File: config.mk
export PLATFORM = sky130hd
export DESIGN_NAME = sdc_cmd_engine
export DESIGN_NICKNAME = d
export VERILOG_FILES = /design/src/rtl/sdc_pkg.sv /design/src/rtl/sdc_cmd_tx.sv /design/src/rtl/sdc_rsp_rx.sv /design/src/rtl/sdc_cmd_engine.sv
export SDC_FILE = /design/constraint.sdc
export NUM_CORES = 1
export LEC_CHECK = 0
export ABC_AREA = 1
export BUFFER_PORTS_ARGS = -buffer_cell sky130_fd_sc_hd__buf_2
export CORE_ASPECT_RATIO = 0.9
export CORE_MARGIN = 10
export CORE_UTILIZATION = 60
export CTS_CLUSTER_SIZE = 8
export DETAILED_ROUTE_END_ITERATION = 8
export PLACE_DENSITY = 0.94
export SYNTH_ARGS = -nofsm -noshare
export SYNTH_HDL_FRONTEND = slang
export SYNTH_SLANG_ARGS = --single-unit
File: constraint.sdc
create_clock -name clk -period 4.6 [get_ports clk]
set_input_delay 0 -clock clk [delete_from_list [all_inputs] [get_ports clk]]
set_output_delay 0 -clock clk [all_outputs]
set_load 0.01 [all_outputs]
File: src/rtl/sdc_pkg.sv
package sdc_pkg;
  localparam int FRAME_BITS = 48;
  localparam int LONG_BITS  = 136;

  localparam logic [2:0] RT_AUTO  = 3'd0;
  localparam logic [2:0] RT_SHORT = 3'd4;
  localparam logic [2:0] RT_BUSY  = 3'd5;
  localparam logic [2:0] RT_LONG  = 3'd6;
  localparam logic [2:0] RT_NOCRC = 3'd7;

  typedef enum logic [1:0] {E_IDLE, E_SEND, E_RESP, E_HOLD} eng_state_t;

  function automatic logic [6:0] crc7_step(input logic [6:0] c, input logic b);
    logic fb;
    fb = c[6] ^ b;
    return {c[5:0], 1'b0} ^ (fb ? 7'h09 : 7'h00);
  endfunction

  function automatic logic [6:0] crc7_word(input logic [39:0] v);
    logic [6:0] c;
    c = '0;
    for (int i = 39; i >= 0; i--) c = crc7_step(c, v[i]);
    return c;
  endfunction
endpackage

File: src/rtl/sdc_cmd_tx.sv
module sdc_cmd_tx
  import sdc_pkg::*;
#(
  parameter int FRAME = FRAME_BITS
) (
  input  logic        clk,
  input  logic        rst_n,
  input  logic        load,
  input  logic [5:0]  idx,
  input  logic [31:0] arg,
  output logic        line,
  output logic        oe,
  output logic        last
);
  localparam int CW = $clog2(FRAME);
  localparam logic [CW-1:0] LASTC = CW'(FRAME - 1);

  logic [FRAME-1:0] sh;
  logic [CW-1:0]    cnt;
  logic             act;
  logic [39:0]      head;

  assign head = {2'b01, idx, arg};

  always_ff @(posedge clk or negedge rst_n) begin
    if (!rst_n) begin
      sh  <= '1;
      cnt <= '0;
      act <= 1'b0;
    end else if (load) begin
      sh  <= {head, crc7_word(head), 1'b1};
      cnt <= '0;
      act <= 1'b1;
    end else if (act) begin
      sh  <= {sh[FRAME-2:0], 1'b1};
      cnt <= cnt + 1'b1;
      if (cnt == LASTC) act <= 1'b0;
    end
  end

  assign line = act ? sh[FRAME-1] : 1'b1;
  assign oe   = act;
  assign last = act && (cnt == LASTC);

  // the line sits high whenever it is not driven
  p_idle_high_r1: assert property (@(posedge clk) disable iff (!rst_n)
    !oe |-> line);
endmodule

File: src/rtl/sdc_rsp_rx.sv
module sdc_rsp_rx
  import sdc_pkg::*;
#(
  parameter int TMO   = 64,
  parameter int SHORT = FRAME_BITS,
  parameter int LONG  = LONG_BITS
) (
  input  logic        clk,
  input  logic        rst_n,
  input  logic        start,
  input  logic        long_mode,
  input  logic        chk_crc,
  input  logic        chk_idx,
  input  logic [5:0]  exp_idx,
  input  logic        line,
  output logic        fin,
  output logic        tmo,
  output logic        crc_err,
  output logic        end_err,
  output logic        idx_err,
  output logic [31:0] w0,
  output logic [31:0] w1,
  output logic [31:0] w2,
  output logic [31:0] w3
);
  localparam int CW = $clog2(LONG + 1);
  localparam int TW = $clog2(TMO);
  localparam logic [CW-1:0] S_END  = CW'(SHORT - 1);
  localparam logic [CW-1:0] L_END  = CW'(LONG - 1);
  localparam logic [CW-1:0] S_CRCE = CW'(SHORT - 9);
  localparam logic [CW-1:0] L_CRCB = CW'(LONG - 128);
  localparam logic [CW-1:0] L_CRCE = CW'(LONG - 9);
  localparam logic [TW-1:0] T_LAST = TW'(TMO - 1);

  typedef enum logic [1:0] {R_OFF, R_WAIT, R_RECV} rx_state_t;

  rx_state_t       st;
  logic [LONG-1:0] sh, nx;
  logic [CW-1:0]   cnt;
  logic [TW-1:0]   wcnt;
  logic [6:0]      crc;
  logic            last, in_crc;

  assign nx     = {sh[LONG-2:0], line};
  assign last   = (st == R_RECV) && (cnt == (long_mode ? L_END : S_END));
  assign in_crc = long_mode ? (cnt >= L_CRCB && cnt <= L_CRCE) : (cnt <= S_CRCE);

  always_ff @(posedge clk or negedge rst_n) begin
    if (!rst_n) begin
      st <= R_OFF; sh <= '0; cnt <= '0; wcnt <= '0; crc <= '0;
      w0 <= '0; w1 <= '0; w2 <= '0; w3 <= '0;
    end else if (start) begin
      st <= R_WAIT; sh <= '0; cnt <= '0; wcnt <= '0; crc <= '0;
    end else begin
      case (st)
        R_WAIT: begin
          if (!line) begin
            st  <= R_RECV;
            sh  <= nx;
            cnt <= CW'(1);
          end else if (wcnt == T_LAST) begin
            st <= R_OFF;
          end else begin
            wcnt <= wcnt + 1'b1;
          end
        end
        R_RECV: begin
          sh  <= nx;
          cnt <= cnt + 1'b1;
          if (in_crc) crc <= crc7_step(crc, line);
          if (last) begin
            st <= R_OFF;
            w0 <= nx[39:8];
            w1 <= long_mode ? nx[71:40] : '0;
            w2 <= long_mode ? nx[103:72] : '0;
            w3 <= long_mode ? {8'h00, nx[127:104]} : '0;
          end
        end
        default: ;
      endcase
    end
  end

  assign tmo     = (st == R_WAIT) && line && (wcnt == T_LAST);
  assign fin     = last || tmo;
  assign crc_err = last && chk_crc && (crc != nx[7:1]);
  assign end_err = last && !line;
  assign idx_err = last && chk_idx && !long_mode && (nx[45:40] != exp_idx);

  // a reply is never both timed out and received
  p_tmo_alone_r7: assert property (@(posedge clk) disable iff (!rst_n)
    tmo |-> !(crc_err || end_err || idx_err));
endmodule

File: src/rtl/sdc_cmd_engine.sv
module sdc_cmd_engine
  import sdc_pkg::*;
#(
  parameter int TMO_CYCLES = 64
) (
  input  logic        clk,
  input  logic        rst_n,
  input  logic        cmd_valid,
  output logic        cmd_ready,
  input  logic [15:0] cmd_word,
  input  logic [31:0] cmd_arg,
  output logic        cmd_o,
  output logic        cmd_oe,
  input  logic        cmd_i,
  input  logic        dat0_i,
  output logic [31:0] rsp0,
  output logic [31:0] rsp1,
  output logic [31:0] rsp2,
  output logic [31:0] rsp3,
  output logic [15:0] stat1,
  output logic [15:0] stat2,
  output logic [3:0]  xfer_ctl
);
  eng_state_t state;
  logic [2:0] rtype;
  logic [5:0] idx_q;
  logic done_q, tmo_q, crc_q, end_q, idx_q_err;
  logic accept, tx_last, has_rsp, chk_crc, chk_idx, long_m;
  logic rx_start, rx_fin, rx_tmo, rx_crc, rx_end, rx_idx;
  logic unused_cmd_bits;

  assign unused_cmd_bits = ^{cmd_word[15], cmd_word[7:6]};
  assign cmd_ready = (state == E_IDLE);
  assign accept    = cmd_valid && cmd_ready;

  always_comb begin
    has_rsp = rtype inside {RT_AUTO, RT_SHORT, RT_BUSY, RT_LONG, RT_NOCRC};
    chk_crc = rtype inside {RT_AUTO, RT_SHORT, RT_BUSY, RT_LONG};
    chk_idx = rtype inside {RT_AUTO, RT_SHORT, RT_BUSY};
    long_m  = (rtype == RT_LONG);
  end

  assign rx_start = (state == E_SEND) && tx_last && has_rsp;

  sdc_cmd_tx #(.FRAME(FRAME_BITS)) u_tx (
    .clk(clk), .rst_n(rst_n), .load(accept), .idx(cmd_word[5:0]), .arg(cmd_arg),
    .line(cmd_o), .oe(cmd_oe), .last(tx_last)
  );

  sdc_rsp_rx #(.TMO(TMO_CYCLES), .SHORT(FRAME_BITS), .LONG(LONG_BITS)) u_rx (
    .clk(clk), .rst_n(rst_n), .start(rx_start), .long_mode(long_m),
    .chk_crc(chk_crc), .chk_idx(chk_idx), .exp_idx(idx_q), .line(cmd_i),
    .fin(rx_fin), .tmo(rx_tmo), .crc_err(rx_crc), .end_err(rx_end), .idx_err(rx_idx),
    .w0(rsp0), .w1(rsp1), .w2(rsp2), .w3(rsp3)
  );

  always_ff @(posedge clk or negedge rst_n) begin
    if (!rst_n) begin
      state <= E_IDLE; rtype <= '0; idx_q <= '0; xfer_ctl <= '0;
      done_q <= 1'b0; tmo_q <= 1'b0; crc_q <= 1'b0; end_q <= 1'b0; idx_q_err <= 1'b0;
    end else begin
      case (state)
        E_IDLE: if (accept) begin
          state <= E_SEND;
          rtype <= cmd_word[10:8];
          idx_q <= cmd_word[5:0];
          xfer_ctl <= cmd_word[14:11];
          done_q <= 1'b0; tmo_q <= 1'b0; crc_q <= 1'b0; end_q <= 1'b0; idx_q_err <= 1'b0;
        end
        E_SEND: if (tx_last) begin
          if (has_rsp) state <= E_RESP;
          else begin state <= E_IDLE; done_q <= 1'b1; end
        end
        E_RESP: if (rx_fin) begin
          tmo_q <= rx_tmo; crc_q <= rx_crc; end_q <= rx_end; idx_q_err <= rx_idx;
          if (rx_tmo) state <= E_IDLE;
          else if (rtype == RT_BUSY) state <= E_HOLD;
          else begin state <= E_IDLE; done_q <= 1'b1; end
        end
        default: if (dat0_i) begin state <= E_IDLE; done_q <= 1'b1; end
      endcase
    end
  end

  assign stat1 = {15'b0, done_q};
  assign stat2 = {1'b0, (state != E_IDLE), 7'b0, tmo_q, 3'b0, end_q, crc_q, idx_q_err};

  p_start_bit_r1: assert property (@(posedge clk) disable iff (!rst_n)
    $rose(cmd_oe) |-> !cmd_o);
  p_busy_accept_r3: assert property (@(posedge clk) disable iff (!rst_n)
    accept |=> stat2[14]);
  p_done_idle_r4: assert property (@(posedge clk) disable iff (!rst_n)
    $rose(stat1[0]) |-> (!stat2[14] && !cmd_oe));
  p_silent_listen_r5: assert property (@(posedge clk) disable iff (!rst_n)
    (state == E_RESP) |-> !cmd_oe);
  p_tmo_no_done_r7: assert property (@(posedge clk) disable iff (!rst_n)
    $rose(stat2[6]) |-> !stat1[0]);
  p_hold_busy_r11: assert property (@(posedge clk) disable iff (!rst_n)
    (state == E_HOLD && !dat0_i) |=> (stat2[14] && !stat1[0]));
endmodule

==> run summary, run 1 <==
The count of nets after finishing came out at roughly 2200. In this run the worst hold path is classified as input pin to async pin. The half-perimeter wire length of the detailed placement result came out at ~26000 um. The number of cell rows came out at 56.

The relative slew slack came out at 28.3%. A synthesized cell averages 8.49 um^2. The start of the worst register-to-register path is u_tx.cnt[1]. The transition time at the pin with the least slew margin is 1.07 ns. The initial core utilization came out at 61.5%. The maximum clock rate is 0.322 GHz. Of the synthesized area, sequential elements account for around 53%. The total of cells resized after clock tree synthesis is 0. The max capacitance violation total is 0. The number of global-route vias before repair came out at about 14000. The leakage power total is ~10 nW. The final design utilization came out at 72.1%. The count of pins on the block boundary is 220.

CTS placed an instance of clkbuf_16 at the clock tree root. The number of hold violations in the final report came out at 0. The length of the first detailed-routing pass in iterations came out at 6. The width of the chip came out at between 150 and 200 um. For this design, the sink count on the clock tree is approximately 340. The flow ran to the end, and the final reports show no timing, DRC or antenna violations. In this run the standard cell core region covers 26300 um^2. The final routed wirelength across all metal layers is ~42000 um. The number of warnings printed during yosys synthesis is 0. In the final layout, the share of cells above drive strength 1 is ~16%. The final clock skew is 0.0237 ns. The fraction of synthesis flops using an asynchronous set or reset pin came out at between 90% and 100%. The post-CTS setup-driven buffer insertion count is 0. The required time at the worst-slack endpoint is 5.02 ns.

In this run the worst path has a maximum fanout of 69. The setup TNS is 0 ns. Counting flops with a built-in enable in the synthesized netlist gives 0. The worst-skew pair later-pin latency came out at around 0.56 ns. The synthesized cell area is between 15000 and 20000 um^2. The kind of start point of the critical path is a register.

For this block, the initial DRC count from the detailed router was between 1000 and 1500. The final routed wire length divided by cell count came out at around 17 um. TritonCTS built the clock tree. The post-placement worst setup slack is between 1.5 and 2 ns. The vias after detailed routing is around 14000. The antenna diode count came out at 0.

The total power of the final layout came out at around 0.011 W. The number of buffers inserted during clock tree synthesis came out at 48. After technology mapping, the gate count stands at 1909. The area of all sequential standard cells is slightly below 9000 um^2. The clock tree buffer depth is 3. The routability congestion estimate came out at approximately 0.92.

The DRC violation count after routing came out at 0. The combined area of the multi-input logic cells came out at approximately 5600 um^2. The final critical path takes up between 60% and 70% of the cycle. Among all flip-flop cells after synthesis, the most frequent one is dfrtp_1. Relative to the synthesized area, the layout overhead comes to 17.3%.

The die covers 34000 um^2. The worst setup path is of the register to register kind. The count of input and output buffers came out at 182.

The power density over cell area came out at roughly 560 nW/um^2. The arrival time reported for the critical path endpoint came out at 3.52 ns. The vias per cell came out at about 5.6.

Setup repair after global routing left no endpoint under its margin. The number of fillers in the final layout is between 1500 and 2000. For the finished layout, the period the worst path requires is between 3 and 4 ns. The clock transition at the register clock pins on the worst setup and hold paths after CTS came out at roughly 0.05 ns. The worst setup margin came out at approximately 1.5 ns. The count of different cell masters after synthesis came out at 46. The max-slew violation count came to 0. The source of the critical timing path is u_tx.cnt[1].

The die boundary height is between 150 and 200 um. Once detail routing completed, the nets flagged for antenna violations numbered 0. The number of hold buffers added after CTS was 48. The H-tree was split into 2 levels.

The count of endpoints failing setup in the final report is 0. The worst setup path is captured at a register. The total overflow reported by the global router came out at 0. The combined global-route utilization of all metal layers came out at between 20% and 30%. The initial antenna violation count is 0. Across the VDD grid, the largest voltage drop is 397 uV. The global-route wire length before repair came out at a little over 70000 um. The maximum number of pins on one net before global-route repair is 202. The flop and latch count out of synthesis is approximately 340.
-- Yosys cell counts (all sizes together) (3+ instances only) --
| library cell | count | area [um^2] |
|---|---|---|
| dfstp | 47 | 1230 |
| nand3b | 4 | 30.0 |
| buf | 53 | 369 |
| xnor2 | 10 | 106 |
| nand4 | 7 | 43.8 |
| xor2 | 14 | 145 |
| clkbuf | 81 | 314 |
| nand3 | 60 | 320 |
| a22oi | 13 | 97.6 |
| ha | 8 | 100 |
| nor3 | 127 | 641 |
| dfrtp | 297 | 7430 |
| a21oi | 140 | 701 |
| a31oi | 3 | 18.8 |
| nand2 | 419 | 1660 |
| inv | 370 | 1390 |
| nor4 | 5 | 31.3 |
| o221ai | 16 | 140 |
| o21ai | 64 | 320 |
| o22ai | 11 | 68.8 |
| o31ai | 91 | 683 |
| nor2 | 42 | 158 |
| o211ai | 11 | 82.6 |
-- metal layers --
layer  track usage [%]  routed length [um]  vias up
li1                  -                   -     6430
met5                 0                   0        -
met1              30.7               16800     6646
met4              7.52                1000        0
met3              5.44                3900      102
met2              40.9               20800      668
-- registers in the layout (all words and copies together) (netlist names), 7 cells and up --
signal	count
u_rx.sh	127
u_tx.sh	47
u_rx.w0	32
u_rx.w1	32
u_rx.w2	32
u_rx.w3	24
u_rx.cnt	8
u_rx.crc	7
-- path summary, 6_finish.rpt --
| kind | to | slack, ns | cells past startpoint |
|---|---|---|---|
| worst max-delay path | u_rx.sh[96] | 1.49 | 12 |
| worst min-delay path | u_rx.w0[23] | 0.1 | 2 |
| worst max register to register | u_rx.sh[96] | 1.49 | 12 |
| worst min register to register | u_tx.sh[4] | 0.47 | 2 |
| max in group asynchronous | u_rx.w1[25] | 3.24 | 3 |
| min in group clk | state[1] | 0.12 | 4 |
-- logic make-up (layout without fill, tap and decap cells) --
logic type | after synthesis | count (layout) | synth area share, %
adders and majority gates | 8 | 8 | 0.618
and+or+nand+nor | 666 | 666 | 17.9
xor gates and xnor gates | 24 | 24 | 1.55
other | 1 | 34 | 0.0231
buffers and inverters | 506 | 684 | 12.8
AOI/OAI and AO/OA | 360 | 360 | 13.6
DFF | 344 | 344 | 53.5
-- layout by cell type (no fill, tap or decap), drive strengths merged, types with 2 or more instances in the layout --
cell / instances
clkbuf: 61
dlygate4sd3: 48
nand3b: 4
o211ai: 11
xnor2: 10
conb: 34
a211oi: 2
clkinv: 5
a22o: 2
o41ai: 2
a22oi: 13
a21oi: 140
o22ai: 11
nand4: 7
nand2: 419
buf: 200
nand3: 60
ha: 8
nor3: 127
dfstp: 47
o221ai: 16
o21ai: 64
nor4: 5
a31oi: 3
nor2: 42
dfrtp: 297
o31ai: 91
inv: 370
xor2: 14
-- worst max-delay path: stages (launching register included) --
cell and delay (ns):
dfrtp_1 0.37, ha_1 0.19, nand2_1 0.06, nor2_1 0.09, nand3_1 0.11, nor2_1 0.14, inv_1 0.10, nor2_4 0.13
buf_4 0.55, buf_4 0.70, nor3_1 0.14, a21oi_1 0.20, inv_1 0.08
-- stage by stage --
step	std cells	instance area [um^2]	hold slack, ns
after floorplan	1942	16300	-0.296
after detailed placement	2356	17200	0.128
after global routing	2468	19000	0.177
after CTS	2468	19000	0.104
after global placement	2356	17200	0.119
final	2468	19000	0.0961
-- where the power goes --
part | internal (W) | switching [W] | total [W]
combinational | 0.000965 | 0.00209 | 0.00305
sequential | 0.00393 | 0.000466 | 0.00439
clock | 0.00188 | 0.00128 | 0.00316
total | 0.00678 | 0.00383 | 0.0106
-- final cells by class --
cell class | instances | share of cell area [%]
clock buffer | 61 | 6.58
clock inverter | 3 | 0.402
inverter | 372 | 7.37
multi-input combinational | 1092 | 29.5
sequential | 344 | 45.6
tap | 348 | 2.29
timing repair buffer | 248 | 8.28
Note: power is estimated with default switching activity, not from simulation.
==> run 2, diff against run 1 <==
- CORE_UTILIZATION: 60 -> 52
- PLACE_DENSITY: 0.94 -> 0.87
- clock period: 4.6 -> 2.8 ns (I/O delays scaled with it)
==> run 2 against run 1 <==
  * Sequential share of layout area down 0.65 points
  * Register-to-register slack worse by 1.3 ns
  * Cell area up 1.4%
  * Clock skew down 0.011 ns
  * Non-clock buffer count up 14
  * Largest power group unchanged
==> run summary, run 2 (same netlist as run 1, synthesis figures left out) <==
The flow ran to the end, and the final reports show no timing, DRC or antenna violations. The half-perimeter wire length of the detailed placement result is 26500 um (+0.74%). The count of input and output buffers came out at 182 (unchanged).

Ranked by flip-flop count, first place goes to u_rx.sh. The number of global-route vias before repair came out at 13600 (-2.8%). The number of flip-flops in the largest register was 127 (unchanged). The vias per cell was 5.33 (-5.0%).

The cell total after placement is 2430 (+3.1%). The power density over cell area came out at 903 nW/um^2 (+62%). The worst supply voltage drop on vdd was 461 uV (+16%).

The peak fanout along the critical path is 51 (-26%). The clock transition at the register clock pins on the worst setup and hold paths after CTS came out at 0.05 ns (about the same). The final standard cell count with taps included and fillers excluded came to 2545 (+3.1%). The layout overhead on the synthesized area came out at 19.0%. The setup TNS is 0 ns (unchanged). The initial antenna violation count is 0 (unchanged). The number of buffers inserted during clock tree synthesis came out at 48 (unchanged). In the final layout, the registers with the most flip-flops are u_rx.sh x127, u_tx.sh x47. The met1 demand-to-capacity share in global routing came to 26.4% (-4.2 points).

The clock tree buffer depth is 3 (unchanged). The register-to-register path setup slack is 0.18 ns (-1.32 ns). The combined global-route utilization of all metal layers is 20.7% (-3.6 points). The sink count of the clock tree came out at 344 (unchanged). The ratio of cells with drive above 1 in the final layout came out at 16.9% (+0.49 points). The kind of start point of the critical path is a register. The vias after detailed routing was 13600 (-2.0%). The count of endpoints failing setup in the final report was 0 (unchanged). The number of levels the H-tree was split into is 2 (unchanged). Setup repair after global routing left no endpoint under its margin. The number of cell rows is 61 (+8.9%). The tightest min-delay check is of the input pin to async pin type. The post-route worst hold slack came out at 0.0392 ns (-0.0569 ns). The leakage power total came to 10.3 nW (+1.1%).

The start of the worst register-to-register path is u_rx.cnt[0]. The number of hold violations in the final report is 0 (unchanged). met2 is the most crowded layer. TritonCTS built the clock tree.

The global-route track usage on met3 was 4.05% (-1.4 points). By startpoint and endpoint, the worst setup path is classified as register to register. The count of nets after finishing was 2181 (+0.65%). The final critical-path required period is 2.62 ns (-0.480 ns). The type of destination of the critical path is a register.

The length of the first detailed-routing pass in iterations is 5 (-1). The routability congestion estimate was 0.891 (-3.3%). The arrival time reported for the critical path endpoint is 3.04 ns (-0.48 ns). The area of the placeable core is 30800 um^2 (+17%).

The initial DRC count is 1311 (-5.4%). The global-route wire length before repair is 67100 um (-4.9%). The last element of the critical path is u_rx.w3[10].

The maximum clock rate came out at 0.381 GHz (+18%). The part of the cycle the worst path needs came out at 93.7% (+26 points). The required time at the worst-slack endpoint is 3.22 ns (-1.80 ns). The met2 track utilization from global routing is 34.8% (-6.1 points). The total overflow reported by the global router came out at 0 (unchanged).

The die outline area is 38600 um^2 (+14%). The remaining antenna violation count is 0 (unchanged). The maximum number of pins on one net before global-route repair is 89 (-56%). The count of pins on the block boundary came out at 220 (unchanged). The worst register-to-register path ends at u_rx.w3[10].

The DRC violation count after routing came out at 0 (unchanged). The most common library cell in the layout ignoring fill and taps is nand2_1. In this run the worst setup path begins at u_rx.cnt[0]. The final clock skew came to 0.0129 ns (-0.0109 ns). The die boundary height came out at 187 um (+6.6%).

The width of the chip is 206 um (+6.6%). The worst reg-to-reg path cell count was 11 (-1). The max capacitance violation total came to 0 (unchanged). The final routed wirelength across all metal layers came out at 40400 um (-4.8%). The max-slew violation count is 0 (unchanged). The relative slew slack came out at 31.6% (+3.3 points). The antenna diode count is 0 (unchanged). The final routed wire length divided by cell count came out at 15.9 um (-7.7%).

The transition time at the pin with the least slew margin came to 1.03 ns (-0.0491 ns). The initial core utilization came out at 52.6% (-9.0 points). The worst-skew pair later-pin latency came out at 0.54 ns (-0.02 ns). In the layout the commonest cells are 390 x nand2_1, 359 x inv_1, 297 x dfrtp_1, 181 x buf_2, 140 x a21oi_1. The clock tree root buffer cell is clkbuf_16.
## run 2: worst min path at each step
stage | to | slack [ns]
after CTS | u_rx.w3[12] | 0.06
after floorplan | crc_q | -0.30
after global routing | u_rx.w3[12] | 0.1
after detailed placement | u_rx.w3[12] | 0.03
final | u_rx.w3[12] | 0.04
after global placement | u_rx.w3[12] | 0.03
## run 2: per-layer routing
metal | wire, um | vias to the layer above
met2 | 19800 | 528
met5 | 0 | -
met3 | 3260 | 76
met4 | 767 | 0
met1 | 16600 | 6504
li1 | - | 6459
## run 2: cell type report
type	count	area (um^2)
clock buffer	63	1260
clock inverter	3	45.0
fill	2447	11600
inverter	372	1400
multi-input combinational	1092	5600
sequential	344	8670
tap	409	512
timing repair buffer	262	1790
## run 2: report_power, final
group	switching, W	internal [W]	leakage [nW]	total [W]
registers	0.000733	0.00645	4.53	0.00718
logic	0.00336	0.00172	5.17	0.00508
clock network	0.00205	0.00309	0.630	0.00514
## run 2: what timing repair did
action | in CTS | in global routing
hold endpoints to repair | 202 | 0
resized for setup | 0 | 1
setup buffers | 0 | 0
endpoints found under the setup margin | 0 | 5
hold buffers | 49 | 0
## run 2: worst max-delay path, stage by stage, from the launching register on
cell,delay [ns]
dfrtp_1,0.42
ha_1,0.20
nand2_1,0.08
nor4_1,0.27
nand3_1,0.14
a21oi_1,0.28
inv_1,0.14
nor2_1,0.15
buf_4,0.17
inv_8,0.12
buf_4,0.23
o31ai_1,0.29
## run 2: metrics by stage
step	area (um^2)	utilization (%)	total power [W]	setup slack, ns
after floorplan	16300	-	0.0107	0.514
after global placement	17500	56.7	0.0118	0.418
after detailed placement	17500	56.7	0.0121	0.272
after CTS	19300	62.5	0.0174	0.182
after global routing	19300	62.5	0.0186	0.00915
final	19300	62.5	0.0174	0.175
==> run 3, diff against run 2 <==
- CORE_UTILIZATION: 52 -> 53
- PLACE_DENSITY: 0.87 -> 0.88
- SYNTH_HIERARCHICAL: default -> 1
==> run 3 against run 2 <==
  * Synthesized cell count increased by 7.8%
  * Critical endpoint is now xfer_ctl[1]
  * Synthesized area increased by 1.7%
  * Largest cell class unchanged
  * Cell area increased by 1.8%
==> run summary, run 3 <==
The critical path is of the register to register type. The startpoint identified for the worst register-to-register timing path is state[1]. The sequential element share of the synthesized area came out at 52.6% (-0.91 points).

The final critical-path required period came out at 2.63 ns (+0.00346 ns). The critical path starts at state[1]. The simple-gate portion of the synthesized area came out at 27.1% (+9.2 points). Routed signal wires occupy layers up through met4. Setup repair after global routing left no endpoint under its margin. The initial antenna violation count is 1 (+1). The gate count of the mapped netlist came out at 2057 (+7.8%). The synthesized cell area came to 16500 um^2 (+1.7%). The complex-gate fraction of the synthesized area was 8.30% (-5.3 points).

The length of the first detailed-routing pass in iterations came out at 5 (unchanged). The required time at the worst-slack endpoint is 3.29 ns (+0.07 ns). The count of pins on the block boundary came out at 220 (unchanged).

The top cell types in the final layout, fill and taps aside, are 679 x nand2_1, 297 x dfrtp_1, 231 x inv_1, 195 x nand3_1, 181 x buf_2. The max-slew violation count came out at 0 (unchanged). The share of synthesized cell area in full adder, half adder and majority cells came to 0.683% (+0.065 points). The die outline area is 38600 um^2 (-0.17%). The register with the most flip-flops is u_rx/sh.

The wire length on met3 is 3720 um (+14%). The layout overhead on the synthesized area came out at 19.0% (about the same). The total overflow reported by the global router is 0 (unchanged). The number of hold violations in the final report is 0 (unchanged). The count of endpoints failing setup in the final report is 0 (unchanged). Ranked by total cell area, the synthesized netlist is headed by dfrtp_1 45%, nand2_1 15%, dfstp_2 7.5%, nand3_1 5.9%, inv_1 5.3%. The vias per cell came out at 5.40 (+1.2%). The arrival time reported for the critical path endpoint is 3.12 ns (+0.08 ns). The final design utilization came out at 63.8% (+1.3 points). The flow ran to the end, and the final reports show no timing, DRC or antenna violations. The critical path's largest stage delay came out at 0.55 ns (+0.13 ns). The ratio of cells with drive above 1 in the final layout is 16.7% (-0.29 points). The die boundary height was 187 um (about the same). The number of warnings printed during yosys synthesis came to 6 (+6). Yosys instantiated no cell more often than nand2_1. In the final layout, the registers with the most flip-flops are u_rx/sh x127, u_tx/sh x47. The commonest register cell after synthesis is dfrtp_1. The clock tree buffer depth came to 3 (unchanged). Counting stages on the worst path, the most repeated cell is nand2_1. The sink count of the clock tree came out at 344 (unchanged).

The mux share of post-synthesis cell area is 0% (unchanged). The final routed wire length divided by cell count came out at 16.1 um (+1.7%). The signal on the critical path passes through inv_1, ha_1, nand2_2, inv_2, buf_4, nand2_1, nand2_1, dlygate4sd3_1. The initial DRC count is 1363 (+4.0%). The max capacitance violation total came out at 0 (unchanged). The count of different cell masters after synthesis came out at 40 (-13%). The power density over cell area came out at 900 nW/um^2 (-0.30%).

The peak fanout along the critical path came out at 39 (-24%). The leakage power total is 10.6 nW (+2.8%). The count of nets after finishing came out at 2345 (+7.5%).

The global-route wire length before repair came to 72200 um (+7.5%). The endpoint identified for the worst register-to-register timing path is xfer_ctl[1]. The relative slew slack came out at 44.6% (+13 points). The maximum number of pins on one net before global-route repair is 100 (+12%). The worst-skew pair later-pin latency came out at 0.56 ns (+0.02 ns). The slowest library cell on the worst path is dlygate4sd3_1. The clock transition at the register clock pins on the worst setup and hold paths after CTS was 0.05 ns (about the same). The count of input and output buffers came to 182 (unchanged). The number of levels the H-tree was split into came out at 2 (unchanged). The met2 wirelength from detailed routing came to 21400 um (+7.9%). STA classifies the critical path endpoint as a register. The post-route worst hold slack came out at 0.0657 ns (+0.0265 ns). The setup TNS is 0 ns (unchanged). Leaving out fill and tap cells, the most frequent cell in the layout is nand2_1. The share of the synthesized netlist area taken by xor and xnor gates was 0.956% (-0.60 points). The worst supply voltage drop on vdd is 551 uV (+19%). The mean cell area of the mapped netlist came out at 8.01 um^2 (-5.6%). The combined global-route utilization of all metal layers is 22.3% (+1.6 points). The maximum clock rate is 0.380 GHz (-0.13%). The worst hold path class is input pin to async pin. The number of fillers in the final layout is 2384 (-2.6%).

The worst reg-to-reg path cell count came out at 8 (-3). By area, the combinational part of the netlist is dominated by simple AND/OR/NAND/NOR gates. The area of the placeable core came out at 30800 um^2 (-0.25%). The routability congestion estimate came out at 0.906 (+1.7%). The transition time at the pin with the least slew margin was 0.828 ns (-0.198 ns). The number of cell rows is 61 (unchanged). The initial core utilization is 53.6% (+1.0 points). The number of global-route vias before repair is 14700 (+8.1%). The half-perimeter wire length of the detailed placement result is 28100 um (+6.0%).

The total power of the final layout is 0.0177 W (+1.5%). The part of the cycle the worst path needs came out at 93.9% (+0.12 points). The vias after detailed routing is 14600 (+7.5%). The met1 wire length is 17700 um (+7.0%). The final routed wirelength across all metal layers was 43600 um (+8.0%). Counting instances in the post-synthesis netlist gives the leading cell types as 679 x nand2_1, 297 x dfrtp_1, 231 x inv_1.

The remaining antenna violation count was 0 (unchanged). The number of flip-flops in the largest register came to 127 (unchanged). The fraction of synthesis flops using an asynchronous set or reset pin came out at 100% (unchanged). The biggest area contributor in the post-synthesis netlist is dfrtp_1.

The register-to-register path setup slack came out at 0.17 ns (about the same). The final clock skew is 0.0182 ns (+0.00531 ns). The flop and latch count out of synthesis was 344 (unchanged). The cell sitting at the root of the clock tree is a clkbuf_16. The top-area cell type share of the netlist area came to 45.1% (-0.78 points). The worst setup path is launched from a register.

The width of the chip is 206 um (about the same). The number of flops mapped to enable cells by yosys came out at 0 (unchanged). Following the worst setup path forward leads to its endpoint at xfer_ctl[1]. The post-CTS setup-driven buffer insertion count came out at 0 (unchanged). The clock tree from TritonCTS is built. The number of buffers inserted during clock tree synthesis is 49 (+2.1%). The DRC violation count after routing came out at 0 (unchanged).
==> run 3: changes by cell type after synthesis, moves of 11 or more <==
cell and delta:
nand3_1 +139, o21ai_0 -23, a21oi_1 -128, nor3_1 -118, inv_1 -128, clkbuf_1 -39, o21ai_1 +112, o31ai_1 -72
buf_2 +19, buf_6 +11, nand2_1 +289, nor2_1 +83
==> run 3: what timing repair did <==
| action | in CTS | in global routing |
|---|---|---|
| gates resized for setup | 0 | 2 |
| endpoints found under the setup margin | 0 | 56 |
| hold endpoints to repair | 155 | 0 |
| hold buffers | 60 | 0 |
==> run 3: power breakdown <==
group | internal, W | leakage (nW) | total, W | switching (W)
combinational | 0.00183 | 5.44 | 0.00532 | 0.00349
sequential | 0.00642 | 4.53 | 0.00710 | 0.000680
clock | 0.00316 | 0.653 | 0.00525 | 0.00208
==> run 3: per-layer routing <==
layer / vias to the layer above / track usage (%)
met1: 6989 / 28.2
met5: - / 0
met2: 645 / 37.5
li1: 6872 / -
met3: 82 / 4.80
met4: 0 / 6.62
==> run 3: how the worst min path moves through the flow <==
stage,end,slack [ns],cells after the start
floorplan,crc_q,-0.30,0
global placement,u_rx/st[1],0.09,1
detailed placement,u_rx/st[1],0.1,1
CTS,u_tx/cnt[3],0.11,2
global route,u_rx/st[1],0.17,2
finish,u_tx/cnt[3],0.07,2
==> run 3: area by class of cell <==
class                   count  area, um^2  share of cell area, %
flip-flops and latches    344        8670                   44.2
multi-input cells        1366        6260                   31.9
repair buffers            278        1920                   9.77
clock buffers              57        1270                   6.45
inverters                 244         922                   4.70
well taps                 409         512                   2.61
clock inverters             4        68.8                  0.351
diodes                      1        2.50                 0.0128
==> run 3: worst max-delay path: cells and delay by family (launching register included) <==
| kind | cells | cell delay [ns] |
|---|---|---|
| fa+ha+maj | 1 | 0.32 |
| simple gates | 3 | 0.47 |
| buf+inv | 4 | 1.32 |
| flops | 1 | 0.42 |
==> run 3: kinds of logic (layout without fill, tap and decap cells) <==
logic type               after synthesis  in the layout
AO/OA/AOI/OAI                        234            234
flip-flops                           344            344
XOR/XNOR                              18             18
AND/OR/NAND/NOR                     1071           1071
other                                  2             35
buffers and inverters                379            583
adder cells (fa/ha/maj)                9              9
==> run 3: through the flow <==
| stage | cell area [um^2] | instances | worst slack [ns] |
|---|---|---|---|
| floorplan | 16600 | 2089 | 0.426 |
| global placement | 17700 | 2581 | 0.262 |
| detailed placement | 17700 | 2581 | 0.138 |
| CTS | 19600 | 2702 | 0.162 |
| global route | 19600 | 2703 | 0.0200 |
| finish | 19600 | 2703 | 0.172 |
